`src/rtl/ckr_pkg.sv`:
```
// Shared types for the commit checker: instruction layout, opcodes and
// claim-fault bit positions. Assumes a fixed 32-bit instruction word.
package ckr_pkg;

    typedef enum logic [3:0] {
        OP_ADD  = 4'd0,
        OP_SUB  = 4'd1,
        OP_AND  = 4'd2,
        OP_OR   = 4'd3,
        OP_XOR  = 4'd4,
        OP_ADDI = 4'd5,
        OP_BEQ  = 4'd6,
        OP_BNE  = 4'd7,
        OP_LDA  = 4'd8,
        OP_STA  = 4'd9
    } opcode_e;

    typedef struct packed {
        logic [3:0]  op;
        logic [3:0]  rd;
        logic [3:0]  rs1;
        logic [3:0]  rs2;
        logic [15:0] imm;
    } inst_t;

    localparam int FAULT_W   = 6;
    localparam int FLT_PC    = 0;
    localparam int FLT_INST  = 1;
    localparam int FLT_OPA   = 2;
    localparam int FLT_OPB   = 3;
    localparam int FLT_RES   = 4;
    localparam int FLT_NPC   = 5;

    typedef enum logic {
        MODE_CHECK   = 1'b0,
        MODE_RECOVER = 1'b1
    } mode_e;

endpackage

```
`src/rtl/ckr_exec.sv`:
```
// Independent recomputation of one instruction from the checker's own
// fetched word, own PC and own operand values. Purely combinational.
// Assumes 4-byte instruction spacing.
module ckr_exec
    import ckr_pkg::*;
#(
    parameter int XLEN = 32
) (
    input  logic [31:0]     inst_word,
    input  logic [XLEN-1:0] pc,
    input  logic [XLEN-1:0] opa,
    input  logic [XLEN-1:0] opb,
    output logic [XLEN-1:0] result,
    output logic [XLEN-1:0] npc,
    output logic            wr_en
);

    inst_t           ins;
    logic [XLEN-1:0] simm;
    logic [XLEN-1:0] seq_pc;
    logic [XLEN-1:0] tgt_pc;
    logic            taken;

    assign ins    = inst_t'(inst_word);
    assign simm   = {{(XLEN-16){ins.imm[15]}}, ins.imm};
    assign seq_pc = pc + XLEN'(4);
    assign tgt_pc = pc + (simm << 2);

    // Evaluate result, write enable and next PC per opcode.
    always_comb begin
        result = '0;
        wr_en  = 1'b0;
        taken  = 1'b0;
        case (ins.op)
            OP_ADD:  begin result = opa + opb;  wr_en = 1'b1; end
            OP_SUB:  begin result = opa - opb;  wr_en = 1'b1; end
            OP_AND:  begin result = opa & opb;  wr_en = 1'b1; end
            OP_OR:   begin result = opa | opb;  wr_en = 1'b1; end
            OP_XOR:  begin result = opa ^ opb;  wr_en = 1'b1; end
            OP_ADDI: begin result = opa + simm; wr_en = 1'b1; end
            OP_BEQ:  begin taken = (opa == opb); result = XLEN'(taken); end
            OP_BNE:  begin taken = (opa != opb); result = XLEN'(taken); end
            OP_LDA,
            OP_STA:  begin result = opa + simm; end
            default: begin result = '0; end
        endcase
        npc = taken ? tgt_pc : seq_pc;
    end

endmodule

```
`config.mk`:
```
export PLATFORM = sky130hd
export DESIGN_NAME = ckr_exec
export DESIGN_NICKNAME = d
export VERILOG_FILES = /design/src/rtl/ckr_pkg.sv /design/src/rtl/ckr_exec.sv
export SDC_FILE = /design/constraint.sdc
export NUM_CORES = 1
export LEC_CHECK = 0
export CAP_MARGIN = 10
export CORE_UTILIZATION = 56
export DETAILED_ROUTE_END_ITERATION = 16
export PLACE_DENSITY = 0.93
export SLEW_MARGIN = 30
export SYNTH_ARGS = -nofsm -noshare
export SYNTH_HDL_FRONTEND = slang
export SYNTH_SLANG_ARGS = --single-unit
export TNS_END_PERCENT = 100
```
`constraint.sdc`:
```
create_clock -name vclk -period 11.29
set_input_delay 2.258 -clock vclk [all_inputs]
set_output_delay 2.258 -clock vclk [all_outputs]
set_load 0.1 [all_outputs]
```
Yosys cells after proc, flatten, opt, wreduce, memory -nomap -nowiden
Index checks and enable logic that the tools add are counted.
Operators by class
  reduce and logical (&&, ||, !) cells: 3
  bitwise logic cells: 3
  equal/unequal tests: 11
  $add $sub $neg: 5
  muxes and demuxes: 4
Operators with widths (number)
  $pmux W32 S8: 1
  $add A32 B32 Y32: 3
  $add A32 B3 Y32 const B: 1
  $and A32 B32 Y32: 1
  $eq A32 B32 Y1: 1
  $mux W32: 1
  $ne A32 B32 Y1: 1
  $or A32 B32 Y32: 1
  $sub A32 B32 Y32: 1
  $xor A32 B32 Y32: 1
  $eq A4 B3 Y1 const B: 4
  $eq A4 B2 Y1 const B: 2
  $eq A4 B4 Y1 const B: 2
  $reduce_or A6 Y1: 1
  $eq A4 B1 Y1 const B: 1
  $logic_not A4 Y1: 1
  $reduce_or A3 Y1: 1
  $pmux W1 S2: 1
  $mux W1: 1
Word-level totals
  output and inout port bits: 65
  bits of input ports: 128
  register bits after elaboration: 0
  word-level logic and storage cells: 26

Logic depth before layout (Yosys ltp)
  depth after elaboration: 3
  depth in mapped cells: 22
  gate-level depth less buffers: 19

Worst setup path before layout
OpenSTA, ideal clock, no wires.
  path kind: input to output
  start: in inst_word[28]
  end: out result[26]
  buffers on the path: 2
  stages on the path: 17
  path slack: 0.867 ns
  required time: 9.032 ns
  arrival time: 8.165 ns
  cell sequence: clkbuf_1 nand2_1 a21oi_1 clkbuf_1 nand2_1 o21ai_0 ha_1 fa_1 nand3_1 a21oi_1 o21ai_0 o311a_1 nand3_1 nand2_1 o31ai_1 a31oi_1 o41ai_1
On the way
  longest elaborated chain between the ends: 3
  elaborated cells on any way between the ends: 12
  those cells by class: 9 x eq/ne; 1 x mux; 2 x reduce/logical
RTL lines
  start: declaration: line ckr_exec.sv:9  | input logic [31:0] inst_word,
  $eq A4 B4 Y1 / $eq A4 B3 Y1 (equally long branches): line ckr_exec.sv:34  | case (ins.op)
  $reduce_or A3 Y1 (no line)
  $pmux W32 S8 *: line ckr_exec.sv:34
  end: declaration: line ckr_exec.sv:13  | output logic [XLEN-1:0] result,
Mark *: on every way between the ends. The rest lies on a longest branch, timed or not.

Worst setup path in the final report
  start: in opa[18]
  end: out npc[30]
On the way
  longest elaborated chain between the ends: 3
  elaborated cells on any way between the ends: 4
  those cells by class: 2 x eq/ne; 2 x mux
RTL lines
  start: declaration: line ckr_exec.sv:11  | input logic [XLEN-1:0] opa,
  $ne A32 B32 Y1 / $eq A32 B32 Y1 (equally long branches): line ckr_exec.sv:42, ckr_exec.sv:41
  $pmux W1 S2 *: line ckr_exec.sv:34
  $mux W32 *: line ckr_exec.sv:47  | npc = taken ? tgt_pc : seq_pc;
  end: declaration: line ckr_exec.sv:14  | output logic [XLEN-1:0] npc,
Marks and branches as above.

==> summary.md <==
| Metric | Value |
|---|---|
| Outcome | completed |
| Max Clock Freq | about 0.095 GHz |
| Antenna diode count | 0 |
| Max-cap violations | 0 |
| Vias/cell | 6.35 |
| # IOs | a little under 200 |
| Total track usage | between 30% and 40% |
| Hold Buf Count CTS | 0 |
| Arrival time worst endpoint | 8.28 ns |
| Post-Layout Inst Area | approximately 8700 sq um |
| Die H | roughly 110 microns |
| Vias in the first global route | around 7600 |
| Final Net Count | around 1400 |
| Routed WL | between 20 and 25 mm |
| Fin Setup TNS | 0 ns |
| Measured slew at the worst slew-check pin | ~1.0 ns |
| Count of final setup violators | 0 |
| Nature of the critical path endpoint | primary output |
| Pre-Repair DR Iteration Count | 5 |
| Most frequent cells in the layout | ha_1 (150), clkdlybuf4s50_1 (150), inv_1 (100) |
| CP required | around 9.0 ns |
| Sequential cell area fraction in the yosys report | 0% |
| Final core utilization | 72.8% |
| Routed WL per cell | 17.1 microns |
| Die width | between 100 and 150 microns |
| Slew Limit Headroom | around a third |
| Placement Cell Area | 8740 sq um |
| Ys Warns | 0 |
| Final period util | 93.3% |
| Synth Instances | 998 |
| Synthesized area | between 6000 and 7000 sq um |
| Area grow syn2layout | 26.2% |
| Distinct cells, synth | between 60 and 70 |
| Critical path fanouts, max | 14 |
| Post-DP HPWL | roughly 17 mm |
| DR iter-0 viols | slightly above 800 |
| Fin. Hold Viols | 0 |
| Initial Utilization | between 50% and 60% |
| Register area | 0 sq um |
| Peak supply drop | between 0.06 and 0.07 mV |
| Layout fillers | 954 |
| DRC violations left | 0 |
| Period minus WS final | 10.54 ns |
| Smallest hold slack | 4.52 ns |
| Antenna viol nets, final | 0 |
| Mean Syn Cell Area | 6.94 sq um |
| Port Buf Inserts | approximately 180 |
| Hold crit path type | in -> out |
| Layout cell share with drive strength beyond 1 | 4.49% |
| Area of the core | between 10000 and 15000 sq um |
| Initial antenna violation count | 0 |
| CP Launch Type | input pin |
| Kind of critical path | in -> out |
| Syn nets | between 1000 and 1500 |
| Vias | a little over 8000 |
| Area of the multi-input gates | 6400 sq um |
| Seq cells | 0 |
| Post-CTS Resized | 0 |
| Clkbuf count | 0 |
| First-pass GRT wire length | about 35 mm |
| Largest net degree at the start of global routing | 33 |
| Leakage power | around 4 nW |
| PD cells | 70.5 nW/um^2 |
| FP Rows | 40 |
| Setup bufs post-CTS | 0 |
| RSZ-0062 raised after global routing | no |
| Grt ovf | 0 |
| Die Area | 12800 sq um |
| Gp weighted congestion | just over 0.9 |
| Max Slew Vio Count | 0 |
## path summary, 6_finish.rpt
kind	depth (start not counted)	end	start	slack [ns]
setup / recovery	21	npc[30]	opa[18]	0.75
hold / removal	0	npc[1]	pc[1]	4.52
## metal layers
| layer | track usage [%] | routed length (microns) | vias up |
|---|---|---|---|
| li1 | - | - | 3904 |
| met1 | 43.5 | 9270 | 3757 |
| met2 | 56.5 | 10000 | 437 |
| met3 | 2.79 | 2060 | 53 |
| met4 | 9.39 | 540 | 0 |
| met5 | 0 | 0 | - |
## cell usage after synthesis (5+ instances only)
master      n  area (sq um)
ha_1      150          1880
inv_1     100           375
a21oi_1    87           435
nor2_1     73           274
o21ai_0    68           340
nand2_1    55           206
xnor2_1    55           482
clkbuf_1   41           154
a21o_1     35           263
xor2_1     25           219
a221oi_1   20           175
nor3_1     20           100
and2_1     19           119
o221ai_1   19           166
nand3_1    17          85.1
nor2b_1    14          87.6
nand2b_1   13          81.3
nor4_1     12          75.1
o21bai_1   12          90.1
a211oi_1   11          82.6
nand4_1    10          62.6
o211ai_1    9          67.6
mux2i_1     8          80.1
nor3b_1     8          60.1
a22oi_1     7          52.6
a31oi_1     7          43.8
o21a_1      7          52.6
o31ai_1     7          52.6
or4_1       7          52.6
and3_1      6          37.5
o41ai_1     6          52.6
o22ai_1     5          31.3
## through the flow
stage | power [mW] | worst slack (ns) | cells
3_3_place_gp | 0.597 | 0.956 | 1283
4_1_cts | 0.609 | 0.870 | 1283
6_report | 0.616 | 0.752 | 1283
3_5_place_dp | 0.606 | 0.881 | 1283
2_1_floorplan | 0.447 | 0.867 | 998
5_1_grt | 0.653 | 0.452 | 1283
## layout make-up
class	count	area share [%]
Timing Repair Buffer	184	20.4
Multi-Input combinational cell	852	73.2
Tap cell	147	2.10
Inverter	100	4.29
## worst max-delay path: stages
cell	delay, ns
clkdlybuf4s50_1	0.59
inv_1	0.08
ha_1	0.36
or4_1	0.50
or4_4	0.48
nor4_4	0.37
xnor2_1	0.20
nor2_1	0.09
buf_4	0.19
and2_1	0.17
ha_1	0.32
nor2b_1	0.17
o31a_1	0.28
o31ai_1	0.36
a21oi_1	0.19
a211o_1	0.41
o22a_1	0.23
a2111oi_0	0.45
a31oi_1	0.10
xnor2_1	0.26
buf_12	0.21
## report_power, final
part,switching (mW),internal (mW)
combinational,0.413,0.204
clock,0,0
sequential,0,0
total,0.413,0.204
## logic make-up after synthesis
| kind of cell | share of synthesized area [%] |
|---|---|
| XOR/XNOR | 10.1 |
| AND/OR/NAND/NOR | 20.1 |
| adder cells (fa/ha/maj) | 28.0 |
| AO/OA/AOI/OAI | 32.4 |
| multiplexers | 1.32 |
| buffers and inverters | 8.14 |
Power figures use the tool's default switching activity.
